**src/rtl/pfu_pkg.sv**
```systemverilog
package pfu_pkg;
   localparam int unsigned INSTR_W     = 32;
   localparam int unsigned COND_W      = 4;
   localparam logic [3:0]  COND_ALWAYS = 4'b1110;
   localparam logic [2:0]  BR_CLASS    = 3'b101;

   function automatic logic is_branch(input logic [INSTR_W-1:0] w);
      return w[27:25] == BR_CLASS;
   endfunction

   // static rule: always-condition or negative offset means taken
   function automatic logic predict_taken(input logic [INSTR_W-1:0] w);
      return (w[31:28] == COND_ALWAYS) || w[23];
   endfunction
endpackage

```
**src/rtl/pfu_fetch.sv**
```systemverilog
module pfu_fetch #(
   parameter int unsigned ADDR_W   = 32,
   parameter int unsigned DEPTH    = 3,
   parameter logic [ADDR_W-1:0] RESET_PC = '0,
   localparam int unsigned CNT_W   = $clog2(DEPTH + 1)
) (
   input  logic              clk,
   input  logic              rst_n,
   input  logic              redirect,
   input  logic [ADDR_W-1:0] redir_pc,
   input  logic [CNT_W-1:0]  occ,
   output logic              req,
   output logic [ADDR_W-1:0] req_pc,
   output logic              inflight,
   output logic [ADDR_W-1:0] inflight_pc
);
   logic [ADDR_W-1:0] fpc;
   logic [CNT_W:0]    claim;

   // a word in flight already owns a queue slot
   assign claim  = {1'b0, occ} + (CNT_W+1)'(inflight);
   assign req    = rst_n && (claim < (CNT_W+1)'(DEPTH));
   assign req_pc = fpc;

   always_ff @(posedge clk or negedge rst_n) begin
      if (!rst_n) begin
         fpc         <= RESET_PC;
         inflight    <= 1'b0;
         inflight_pc <= '0;
      end else if (redirect) begin
         fpc      <= redir_pc;
         inflight <= 1'b0;          // returning word is dropped
      end else begin
         inflight <= req;
         if (req) begin
            inflight_pc <= fpc;
            fpc         <= fpc + ADDR_W'(4);
         end
      end
   end

   AST_REDIR_FETCH: assert property (@(posedge clk) disable iff (!rst_n)
      redirect |=> req && req_pc == $past(redir_pc));
endmodule

```
**src/rtl/pfu_buffer.sv**
```systemverilog
module pfu_buffer #(
   parameter int unsigned W      = 32,
   parameter int unsigned ADDR_W = 32,
   parameter int unsigned DEPTH  = 3,
   localparam int unsigned CNT_W = $clog2(DEPTH + 1)
) (
   input  logic              clk,
   input  logic              rst_n,
   input  logic              flush,
   input  logic              push,
   input  logic [W-1:0]      push_w,
   input  logic [ADDR_W-1:0] push_pc,
   input  logic [1:0]        pop,
   output logic [CNT_W-1:0]  occ,
   output logic              h0_v,
   output logic [W-1:0]      h0_w,
   output logic [ADDR_W-1:0] h0_pc,
   output logic              h1_v,
   output logic [W-1:0]      h1_w,
   output logic [ADDR_W-1:0] h1_pc
);
   logic [W-1:0]      slot_w  [DEPTH];
   logic [ADDR_W-1:0] slot_pc [DEPTH];
   logic [W-1:0]      nxt_w   [DEPTH];
   logic [ADDR_W-1:0] nxt_pc  [DEPTH];
   logic [CNT_W-1:0]  occ_nxt;

   // slot i takes the entry pop positions behind it, else the pushed word
   always_comb begin
      for (int i = 0; i < int'(DEPTH); i++) begin
         nxt_w[i]  = push_w;
         nxt_pc[i] = push_pc;
         for (int j = 0; j < int'(DEPTH); j++) begin
            if (j == i + int'(pop) && j < int'(occ)) begin
               nxt_w[i]  = slot_w[j];
               nxt_pc[i] = slot_pc[j];
            end
         end
      end
      occ_nxt = flush ? '0 : occ - CNT_W'(pop) + CNT_W'(push);
   end

   always_ff @(posedge clk or negedge rst_n) begin
      if (!rst_n) begin
         occ <= '0;
         for (int i = 0; i < int'(DEPTH); i++) begin
            slot_w[i]  <= '0;
            slot_pc[i] <= '0;
         end
      end else begin
         occ <= occ_nxt;
         for (int i = 0; i < int'(DEPTH); i++) begin
            slot_w[i]  <= nxt_w[i];
            slot_pc[i] <= nxt_pc[i];
         end
      end
   end

   assign h0_v  = occ >= CNT_W'(1);
   assign h1_v  = occ >= CNT_W'(2);
   assign h0_w  = slot_w[0];
   assign h0_pc = slot_pc[0];
   assign h1_w  = slot_w[1];
   assign h1_pc = slot_pc[1];

   AST_OCC_BOUND: assert property (@(posedge clk) disable iff (!rst_n)
      occ <= CNT_W'(DEPTH));
   AST_NO_OVERFLOW: assert property (@(posedge clk) disable iff (!rst_n)
      (push && !flush) |-> (int'(occ) - int'(pop)) < int'(DEPTH));
   AST_POP_AVAIL: assert property (@(posedge clk) disable iff (!rst_n)
      !flush |-> int'(pop) <= int'(occ));
endmodule

```
**src/rtl/pfu_fold.sv**
```systemverilog
module pfu_fold #(
   parameter int unsigned ADDR_W = 32
) (
   input  logic              clk,
   input  logic              rst_n,
   input  logic              flush,
   input  logic              h0_v,
   input  logic [31:0]       h0_w,
   input  logic [ADDR_W-1:0] h0_pc,
   input  logic              h1_v,
   input  logic [31:0]       h1_w,
   input  logic [ADDR_W-1:0] h1_pc,
   output logic [1:0]        pop,
   output logic              take,
   output logic [ADDR_W-1:0] take_pc,
   output logic              iss_valid,
   output logic [31:0]       iss_instr,
   output logic [ADDR_W-1:0] iss_pc,
   output logic [3:0]        iss_cond,
   output logic              iss_folded,
   output logic              iss_tag_vld,
   output logic [ADDR_W-1:0] iss_tag_bpc,
   output logic              iss_tag_taken,
   output logic [ADDR_W-1:0] iss_tag_alt
);
   import pfu_pkg::*;

   // pending fold left by a taken prediction, waits for the target word
   logic              pend_v, pend_tk;
   logic [3:0]        pend_cond;
   logic [ADDR_W-1:0] pend_bpc, pend_alt;

   logic              go, use_pend;
   logic [31:0]       o_instr;
   logic [ADDR_W-1:0] o_pc, o_bpc, o_alt, tgt;
   logic [3:0]        o_cond;
   logic              o_fold, o_tv, o_tk;

   assign tgt     = h0_pc + ADDR_W'(8) +
                    {{(ADDR_W-26){h0_w[23]}}, h0_w[23:0], 2'b00};
   assign take_pc = tgt;

   always_comb begin
      go = 1'b0; use_pend = 1'b0; take = 1'b0; pop = 2'd0;
      o_instr = h0_w; o_pc = h0_pc; o_cond = h0_w[31:28];
      o_fold = 1'b0; o_tv = 1'b0; o_tk = 1'b0; o_bpc = '0; o_alt = '0;
      if (h0_v && pend_v) begin
         go = 1'b1; use_pend = 1'b1; pop = 2'd1;
         o_cond = pend_cond; o_fold = 1'b1; o_tv = 1'b1;
         o_tk = pend_tk; o_bpc = pend_bpc; o_alt = pend_alt;
      end else if (h0_v && !is_branch(h0_w)) begin
         go = 1'b1; pop = 2'd1;
      end else if (h0_v && h1_v) begin
         if (predict_taken(h0_w)) begin
            take = 1'b1;
         end else if (!is_branch(h1_w)) begin
            go = 1'b1; pop = 2'd2;
            o_instr = h1_w; o_pc = h1_pc; o_fold = 1'b1; o_tv = 1'b1;
            o_bpc = h0_pc; o_alt = tgt;
         end else begin
            go = 1'b1; pop = 2'd1; o_tv = 1'b1;
            o_bpc = h0_pc; o_alt = tgt;
         end
      end
   end

   always_ff @(posedge clk or negedge rst_n) begin
      if (!rst_n) begin
         iss_valid <= 1'b0; iss_instr <= '0; iss_pc <= '0; iss_cond <= '0;
         iss_folded <= 1'b0; iss_tag_vld <= 1'b0; iss_tag_bpc <= '0;
         iss_tag_taken <= 1'b0; iss_tag_alt <= '0;
         pend_v <= 1'b0; pend_tk <= 1'b0; pend_cond <= '0;
         pend_bpc <= '0; pend_alt <= '0;
      end else if (flush) begin
         iss_valid <= 1'b0;
         pend_v    <= 1'b0;
      end else begin
         iss_valid <= go;
         if (go) begin
            iss_instr <= o_instr; iss_pc <= o_pc; iss_cond <= o_cond;
            iss_folded <= o_fold; iss_tag_vld <= o_tv; iss_tag_bpc <= o_bpc;
            iss_tag_taken <= o_tk; iss_tag_alt <= o_alt;
         end
         if (take) begin
            pend_v <= 1'b1; pend_tk <= 1'b1; pend_cond <= h0_w[31:28];
            pend_bpc <= h0_pc; pend_alt <= h0_pc + ADDR_W'(4);
         end else if (use_pend) begin
            pend_v <= 1'b0;
         end
      end
   end

   AST_GAP_1: assert property (@(posedge clk) disable iff (!rst_n)
      flush |=> !iss_valid);
   AST_GAP_2: assert property (@(posedge clk) disable iff (!rst_n)
      flush |=> ##1 !iss_valid);
   AST_GAP_3: assert property (@(posedge clk) disable iff (!rst_n)
      flush |=> ##2 !iss_valid);
   AST_PLAIN_COND: assert property (@(posedge clk) disable iff (!rst_n)
      (iss_valid && !iss_tag_vld) |-> (iss_cond == iss_instr[31:28] && !iss_folded));
   AST_UNFOLD_BR: assert property (@(posedge clk) disable iff (!rst_n)
      (iss_valid && iss_tag_vld && !iss_folded) |-> is_branch(iss_instr));
   AST_TAKE_NOISSUE: assert property (@(posedge clk) disable iff (!rst_n)
      (take && !flush) |=> !iss_valid);
endmodule

```
**src/rtl/prefetch_fold_unit.sv**
```systemverilog
module prefetch_fold_unit #(
   parameter int unsigned ADDR_W = 32,
   parameter int unsigned DEPTH  = 3,
   parameter logic [ADDR_W-1:0] RESET_PC = '0,
   localparam int unsigned CNT_W = $clog2(DEPTH + 1)
) (
   input  logic              clk,
   input  logic              rst_n,
   output logic              imem_req,
   output logic [ADDR_W-1:0] imem_addr,
   input  logic [31:0]       imem_rdata,
   output logic              iss_valid,
   output logic [31:0]       iss_instr,
   output logic [ADDR_W-1:0] iss_pc,
   output logic [3:0]        iss_cond,
   output logic              iss_folded,
   output logic              iss_tag_vld,
   output logic [ADDR_W-1:0] iss_tag_bpc,
   output logic              iss_tag_taken,
   output logic [ADDR_W-1:0] iss_tag_alt,
   input  logic              res_valid,
   input  logic              res_mispred,
   input  logic [ADDR_W-1:0] res_alt
);
   generate
      if (DEPTH < 2) begin : g_bad_depth
         $error("prefetch_fold_unit: DEPTH must be at least 2");
      end
      if (ADDR_W < 27) begin : g_bad_addr
         $error("prefetch_fold_unit: ADDR_W must be at least 27");
      end
   endgenerate

   logic              mis, take, redirect, inflight;
   logic [ADDR_W-1:0] take_pc, redir_pc, inflight_pc;
   logic [CNT_W-1:0]  occ;
   logic [1:0]        pop;
   logic              h0_v, h1_v;
   logic [31:0]       h0_w, h1_w;
   logic [ADDR_W-1:0] h0_pc, h1_pc;

   assign mis      = res_valid && res_mispred;
   assign redirect = mis || take;
   assign redir_pc = mis ? res_alt : take_pc;

   pfu_fetch #(.ADDR_W(ADDR_W), .DEPTH(DEPTH), .RESET_PC(RESET_PC)) fetch_i (
      .clk(clk), .rst_n(rst_n), .redirect(redirect), .redir_pc(redir_pc),
      .occ(occ), .req(imem_req), .req_pc(imem_addr),
      .inflight(inflight), .inflight_pc(inflight_pc));

   pfu_buffer #(.W(32), .ADDR_W(ADDR_W), .DEPTH(DEPTH)) buf_i (
      .clk(clk), .rst_n(rst_n), .flush(redirect), .push(inflight),
      .push_w(imem_rdata), .push_pc(inflight_pc), .pop(pop), .occ(occ),
      .h0_v(h0_v), .h0_w(h0_w), .h0_pc(h0_pc),
      .h1_v(h1_v), .h1_w(h1_w), .h1_pc(h1_pc));

   pfu_fold #(.ADDR_W(ADDR_W)) fold_i (
      .clk(clk), .rst_n(rst_n), .flush(mis),
      .h0_v(h0_v), .h0_w(h0_w), .h0_pc(h0_pc),
      .h1_v(h1_v), .h1_w(h1_w), .h1_pc(h1_pc),
      .pop(pop), .take(take), .take_pc(take_pc),
      .iss_valid(iss_valid), .iss_instr(iss_instr), .iss_pc(iss_pc),
      .iss_cond(iss_cond), .iss_folded(iss_folded), .iss_tag_vld(iss_tag_vld),
      .iss_tag_bpc(iss_tag_bpc), .iss_tag_taken(iss_tag_taken),
      .iss_tag_alt(iss_tag_alt));

   AST_PRED_REFETCH: assert property (@(posedge clk) disable iff (!rst_n)
      (take && !mis) |=> imem_req && imem_addr == $past(take_pc));
endmodule

```
**config.mk**
```make
export PLATFORM = sky130hd
export DESIGN_NAME = prefetch_fold_unit
export DESIGN_NICKNAME = d
export VERILOG_FILES = /design/src/rtl/pfu_pkg.sv /design/src/rtl/pfu_fetch.sv /design/src/rtl/pfu_buffer.sv /design/src/rtl/pfu_fold.sv /design/src/rtl/prefetch_fold_unit.sv
export SDC_FILE = /design/constraint.sdc
export NUM_CORES = 1
export LEC_CHECK = 0
export CAP_MARGIN = 20
export CORE_ASPECT_RATIO = 0.6
export CORE_MARGIN = 2
export CORE_UTILIZATION = 69
export CTS_BUF_LIST = sky130_fd_sc_hd__clkbuf_8 sky130_fd_sc_hd__clkbuf_16
export DETAILED_ROUTE_END_ITERATION = 8
export DONT_BUFFER_PORTS = 1
export PLACE_DENSITY = 0.89
export SYNTH_ARGS = -nofsm -noshare
export SYNTH_HDL_FRONTEND = slang
export SYNTH_HIERARCHICAL = 1
export SYNTH_SLANG_ARGS = --single-unit
```
**constraint.sdc**
```tcl
create_clock -name clk -period 5.2 [get_ports clk]
set_input_delay 0.26 -clock clk [delete_from_list [all_inputs] [get_ports clk]]
set_output_delay 0.26 -clock clk [all_outputs]
set_load 0.02 [all_outputs]
```
==> reports/qor.txt, run 1 <==
outcome: complete, but fails checks
violated checks: hold timing, slew limit
WP buf/inv: 2
router iterations before antenna repair: 6
Highest Clock Rate: 249 MHz
post-layout util: 0.737
fin cells: 2791
core footprint: 0.0352 mm²
MaxCap Viol Count: 0
placed cell areas: 0.0239 mm²
Cell Pwr Density: 753 mW/mm²
Synth top area share: 0.465
Syn Area/Cell: 10.1 µm²
Clock transition at path regs: 0.07 ns
Synth Register Bits: 461
Clk Latency, worst-skew pair: 0.58 ns
Critical Setup Path Class: reg2reg
initial antenna violation count: 4
Critical Path RT: 5.65 ns
RePlAce Congestion: 0.954
share of layout cells above drive strength 1: 0.100
Placement Rows: 53
setup violators final: 0
area leader, netlist: dfrtp_1
Placed Instances: 2645
CTS sink count: 461
number of CTS-inserted buffers: 43
clock root cell: clkbuf_16
Layout Cell Area excl Fill: 0.0259 mm²
final wirelength: 73.8 mm
crit end category: flip-flop
filler cell count: 2318
DR iter-0 viols: 2971
Critical Path AT: 4.47 ns
dpl ws: 1.29 ns
Async SR Flop Fraction: 1.00
Setup WS post-layout: 1.18 ns
VDD IR max: 0.463 mV
syn nets: 2596
drt wl/cell: 26.4 µm
Die ar.: 0.0375 mm²
Antenna Nets Post-Route: 0
Main synth FF type: dfrtp_1
slew at the pin with the worst max-slew slack: 1.89 ns
post-synthesis cell type count: 69
synthesis warning total: 6
Detailed Place HPWL: 45.5 mm
port buffer count: 0
crit-path max FO: 33
Mapped Cells: 2464
hold_ws: -0.578 ns
Slew HR: -0.263
delay-heaviest family, CP: simple AND/OR/NAND/NOR gates
Netlist Area Pre-Place: 0.0248 mm²
worst min path class: in2async
Longest Clk Path Bufs: 3
Multi-input gate area: 0.0114 mm²
final worst-path cycle share: 0.773
Die Ht: 151 µm
Slowest Stage Delay on Critical Path: 0.63 ns
Via density: 7.14
IO Pins: 237
global-route wire length before repair: 114 mm
Power, Total: 19.5 mW
vias in the first global route: 19600
most common library cells after synthesis: dfrtp_1, nor2_1, nand2_1
Final nets: 2418
hold bufs inserted after CTS: 62
LEAKAGE: 11.9 nW
post-CTS sizing: 0
gr usage total: 0.391
Post-CTS Setup Inserts: 0
Final Hold Fails: 461
TritonCTS clock tree: done
GRT overflow: 0
synth-to-layout area growth: 4.60%
critical-path cell list: or2_2 -> nand4_1 -> nor3_2 -> nand2_2 -> clkinv_2 -> or3b_4 -> nor2_8 -> buf_4 -> mux2_1
Startpoint Class: flip-flop
TNS Setup: 0 ns
sequential share of the synthesized area: 0.465
Worst Skew: 0.0299 ns
DRC viols: 0
slowest CP cell: buf_4
H-tree depth: 2
Post-synth EDFFs: 0
Period minus WS final: 4.02 ns
Initial Util: 0.704
count leader, synth: dfrtp_1
largest net degree at the start of global routing: 464
top post-synthesis cells by area: dfrtp_1, nor2_1, buf_4
RSZ-0062 raised after global routing: no
register area: 0.0115 mm²
Slew Limit Fails: 242
die width: 249 µm
Vias: 19900
[per-layer routing]
layer | routed length, µm | share of wire | global-route usage
met5 | 0 | 0 | 0
met4 | 3530 | 0.048 | 0.175
met3 | 8970 | 0.12 | 0.112
met2 | 32500 | 0.44 | 0.593
met1 | 28800 | 0.39 | 0.531
[cells in the final DEF, fill, tap and decap left out, types with 26 or more instances in the layout]
cell,instances
a21oi_1,104
nor2_1,318
clkbuf_16,44
o2bb2ai_1,64
nand3_1,38
nand2_1,257
mux2_4,28
inv_1,30
and4b_1,64
a31oi_1,71
a311oi_1,64
a221oi_1,44
mux2i_1,67
and3_1,26
o21ai_0,68
xnor2_1,40
mux2_2,78
dfrtp_1,460
xor2_1,46
mux2_1,60
dlygate4sd3_1,62
ha_1,63
[layout make-up]
| class | count | area share |
|---|---|---|
| diodes | 5 | 0.000482 |
| clock buffers | 49 | 0.0451 |
| clock inverters | 29 | 0.00921 |
| inverters | 27 | 0.00415 |
| multi-input cells | 1664 | 0.440 |
| flip-flops and latches | 461 | 0.445 |
| well taps | 467 | 0.0225 |
| repair buffers | 89 | 0.0335 |
[power by group]
| part | internal [mW] | switching, mW |
|---|---|---|
| Clock | 1.73 | 1.48 |
| Sequential | 5.25 | 2.66 |
| Combinational | 3.41 | 5.01 |
[state kept, by name, indices dropped and copies added, names as in the netlist, 2 cells and up]
name,flops
buf_i/h0_pc,32
buf_i/h0_w,32
buf_i/h1_pc,32
buf_i/h1_w,32
buf_i/occ,2
buf_i/slot_pc,32
buf_i/slot_w,32
fetch_i/inflight_pc,32
fetch_i/req_pc,32
fold_i/iss_cond,4
fold_i/iss_instr,32
fold_i/iss_pc,32
fold_i/iss_tag_alt,30
fold_i/iss_tag_bpc,32
fold_i/pend_alt,30
fold_i/pend_bpc,32
fold_i/pend_cond,4
[cell families after synthesis]
logic type               share of synthesized area
buffers and inverters                       0.0758
multiplexers                                 0.107
AO/OA/AOI/OAI                                0.137
AND/OR/NAND/NOR                              0.152
XOR/XNOR                                    0.0304
flip-flops                                   0.465
adder cells (fa/ha/maj)                     0.0326
[final timing paths]
| check | from | endpoint | slack [ns] | cells past startpoint |
|---|---|---|---|---|
| max in group asynchronous | rst_n | buf_i/occ[1] | 4.16 | 0 |
| hold / removal | rst_n | fold_i/pend_bpc[21] | -0.58 | 0 |
| min in group clk | res_alt[31] | fetch_i/req_pc[31] | 0.04 | 3 |
| hold reg to reg | fold_i/pend_tk | fold_i/pend_tk | 0.47 | 1 |
| setup reg to reg | buf_i/occ[1] | buf_i/slot_pc[0] | 1.18 | 9 |
| setup / recovery | buf_i/occ[1] | buf_i/slot_pc[0] | 1.18 | 9 |
[worst reg2reg max path, cell delays in order, from the launching register on]
cell and delay, ns:
dfrtp_2 0.53, or2_2 0.40, nand4_1 0.27, nor3_2 0.09, nand2_2 0.09, clkinv_2 0.35, or3b_4 0.55, nor2_8 0.60
buf_4 0.63, mux2_1 0.40
Power figures use the tool's default switching activity.
==> run 2, diff against run 1 <==
CORE_UTILIZATION = 58   (was 69)
PLACE_DENSITY = 0.8   (was 0.89)
clock period = 3.6 ns   (was 5.2 ns; I/O delays follow)
==> run 2 against run 1 <==
Compared with the run above:
- the flow still finishes with violations (hold timing, slew limit)
- power increased by 46%
- clock skew grew 0.0030 ns
- worst hold slack worse by 0.091 ns
- count of clock-buffer cells in the layout is 5 higher
- cell count grew 5.2%
- register-to-register slack got worse by 1.1 ns
- combinational power is 52% higher
- utilization fell by 11 points
- largest cell class unchanged
==> reports/qor.txt, run 2 (synthesis results as in run 1) <==
Top Usage Layer GRT: met2
TNS Setup: 0 ns
hold bufs inserted after CTS: 64
Final Hold Fails: 461
final wirelength: 75.5 mm
Slew Limit Fails: 255
worst min path class: in2async
CTS sink count: 461
met2 GRT Util: 0.519
outcome: complete, but fails checks
Reg2Reg Depth: 12
Period minus WS final: 3.48 ns
clock root cell: clkbuf_16
port buffer count: 0
Die ar.: 0.0445 mm²
setup slack, reg-to-reg: 0.12 ns
Die Ht: 164 µm
share of layout cells above drive strength 1: 0.113
most frequent cells in the layout: dfrtp_1, nor2_1, nand2_1, a21oi_1, mux2_2
drt wl/cell: 25.7 µm
number of CTS-inserted buffers: 45
DR iter-0 viols: 2438
gr usage total: 0.338
Clk Latency, worst-skew pair: 0.57 ns
slew at the pin with the worst max-slew slack: 1.97 ns
Cell Pwr Density: 1080 mW/mm²
crit-path max FO: 7
dpl ws: 0.171 ns
Clock transition at path regs: 0.07 ns
IO Pins: 237
Critical Path RT: 4.02 ns
r2r endpoint: fetch_i/req_pc[28]
reg2reg start: buf_i/h0_pc[7]
global-route wire length before repair: 116 mm
DRC viols: 0
H-tree depth: 2
Final nets: 2463
Critical Setup Path Class: reg2reg
largest net degree at the start of global routing: 464
Initial Util: 0.590
Via density: 6.65
hold_ws: -0.669 ns
Slew HR: -0.316
synth-to-layout area growth: 6.79%
Detailed Place HPWL: 48.9 mm
most common cell after layout, fill and taps aside: dfrtp_1
Setup WS post-layout: 0.122 ns
LEAKAGE: 12.2 nW
met3 Usage GRT: 0.0844
Startpoint Class: flip-flop
critical path capture point: fetch_i/req_pc[28]
grt met1 use: 0.463
die width: 271 µm
initial antenna violation count: 6
Placement Rows: 58
RSZ-0062 raised after global routing: no
MaxCap Viol Count: 0
Longest Clk Path Bufs: 3
VDD IR max: 0.687 mV
Worst Skew: 0.0329 ns
Highest Clock Rate: 288 MHz
GRT overflow: 0
RePlAce Congestion: 0.935
Critical Path AT: 3.90 ns
setup violators final: 0
crit end category: flip-flop
Antenna Nets Post-Route: 0
vias in the first global route: 19400
router iterations before antenna repair: 6
final worst-path cycle share: 0.966
CP startpoint: buf_i/h0_pc[7]
Vias: 19500
core footprint: 0.0420 mm²
violated checks: hold timing, slew limit
TritonCTS clock tree: done
## run 2: cell types whose count changed in the layout (fill, tap and decap cells not counted), moves of 2 or more
| cell | before | now |
|---|---|---|
| diode_2 | 5 | 3 |
| dlygate4sd3_1 | 62 | 64 |
| clkinvlp_4 | 8 | 0 |
| buf_12 | 2 | 8 |
| inv_1 | 30 | 36 |
| buf_4 | 24 | 60 |
| clkbuf_8 | 5 | 9 |
## run 2: power by group
group	switching, mW	internal (mW)
combinational	7.63	5.21
clock	2.07	2.60
sequential	3.49	7.59
total	13.2	15.4
## run 2: final cells by class
| type | instances | area (µm²) |
|---|---|---|
| Sequential cell | 461 | 11500 |
| Fill cell | 3275 | 15500 |
| Inverter | 27 | 108 |
| Clock inverter | 24 | 171 |
| Antenna cell | 3 | 7.51 |
| Clock buffer | 54 | 1250 |
| Tap cell | 570 | 713 |
| Timing Repair Buffer | 132 | 1250 |
| Multi-Input combinational cell | 1664 | 11400 |
## run 2: worst min-delay path by stage
| stage | cells past startpoint | slack [ns] | to |
|---|---|---|---|
| 6_report | 0 | -0.67 | buf_i/h1_w[25] |
| 3_5_place_dp | 0 | -0.10 | fold_i/iss_tag_bpc[29] |
| 3_3_place_gp | 0 | -0.1 | fold_i/iss_valid |
| 2_1_floorplan | 0 | -0.12 | buf_i/h0_pc[0] |
| 4_1_cts | 0 | -0.70 | fold_i/iss_tag_bpc[20] |
| 5_1_grt | 0 | -0.69 | fold_i/iss_cond[2] |
## run 2: worst max-delay path: stages, from the launching register on
cell,delay [ns]
dfrtp_1,0.48
ha_1,0.33
ha_1,0.38
a21oi_1,0.20
nand2_1,0.13
o21ai_1,0.46
o211ai_1,0.24
a21boi_1,0.34
o21ai_0,0.18
xor2_1,0.18
mux2_4,0.27
nand2_1,0.06
o21ai_1,0.08
## run 2: metal layers
layer | vias to the layer above | routed length, µm
li1 | 8419 | -
met1 | 9818 | 31000
met2 | 1076 | 34100
met3 | 189 | 7590
met4 | 4 | 2780
met5 | - | 27
## run 2: through the flow
stage | hold slack, ns | utilization | cell area, µm² | instances | power, mW
global placement | -0.0980 | 0.580 | 24400 | 2789 | 22.9
detailed placement | -0.100 | 0.580 | 24400 | 2789 | 23.4
global route | -0.690 | 0.630 | 26500 | 2935 | 30.1
CTS | -0.696 | 0.629 | 26400 | 2931 | 28.3
finish | -0.669 | 0.630 | 26500 | 2935 | 28.6
floorplan | -0.116 | - | 24800 | 2464 | 20.2
## run 2: what timing repair did
| item | CTS | global route |
|---|---|---|
| endpoints found under the setup margin | 0 | 6 |
| gates resized for setup | 0 | 4 |
| endpoints found under the hold margin | 589 | 461 |
| setup buffers | 0 | 1 |
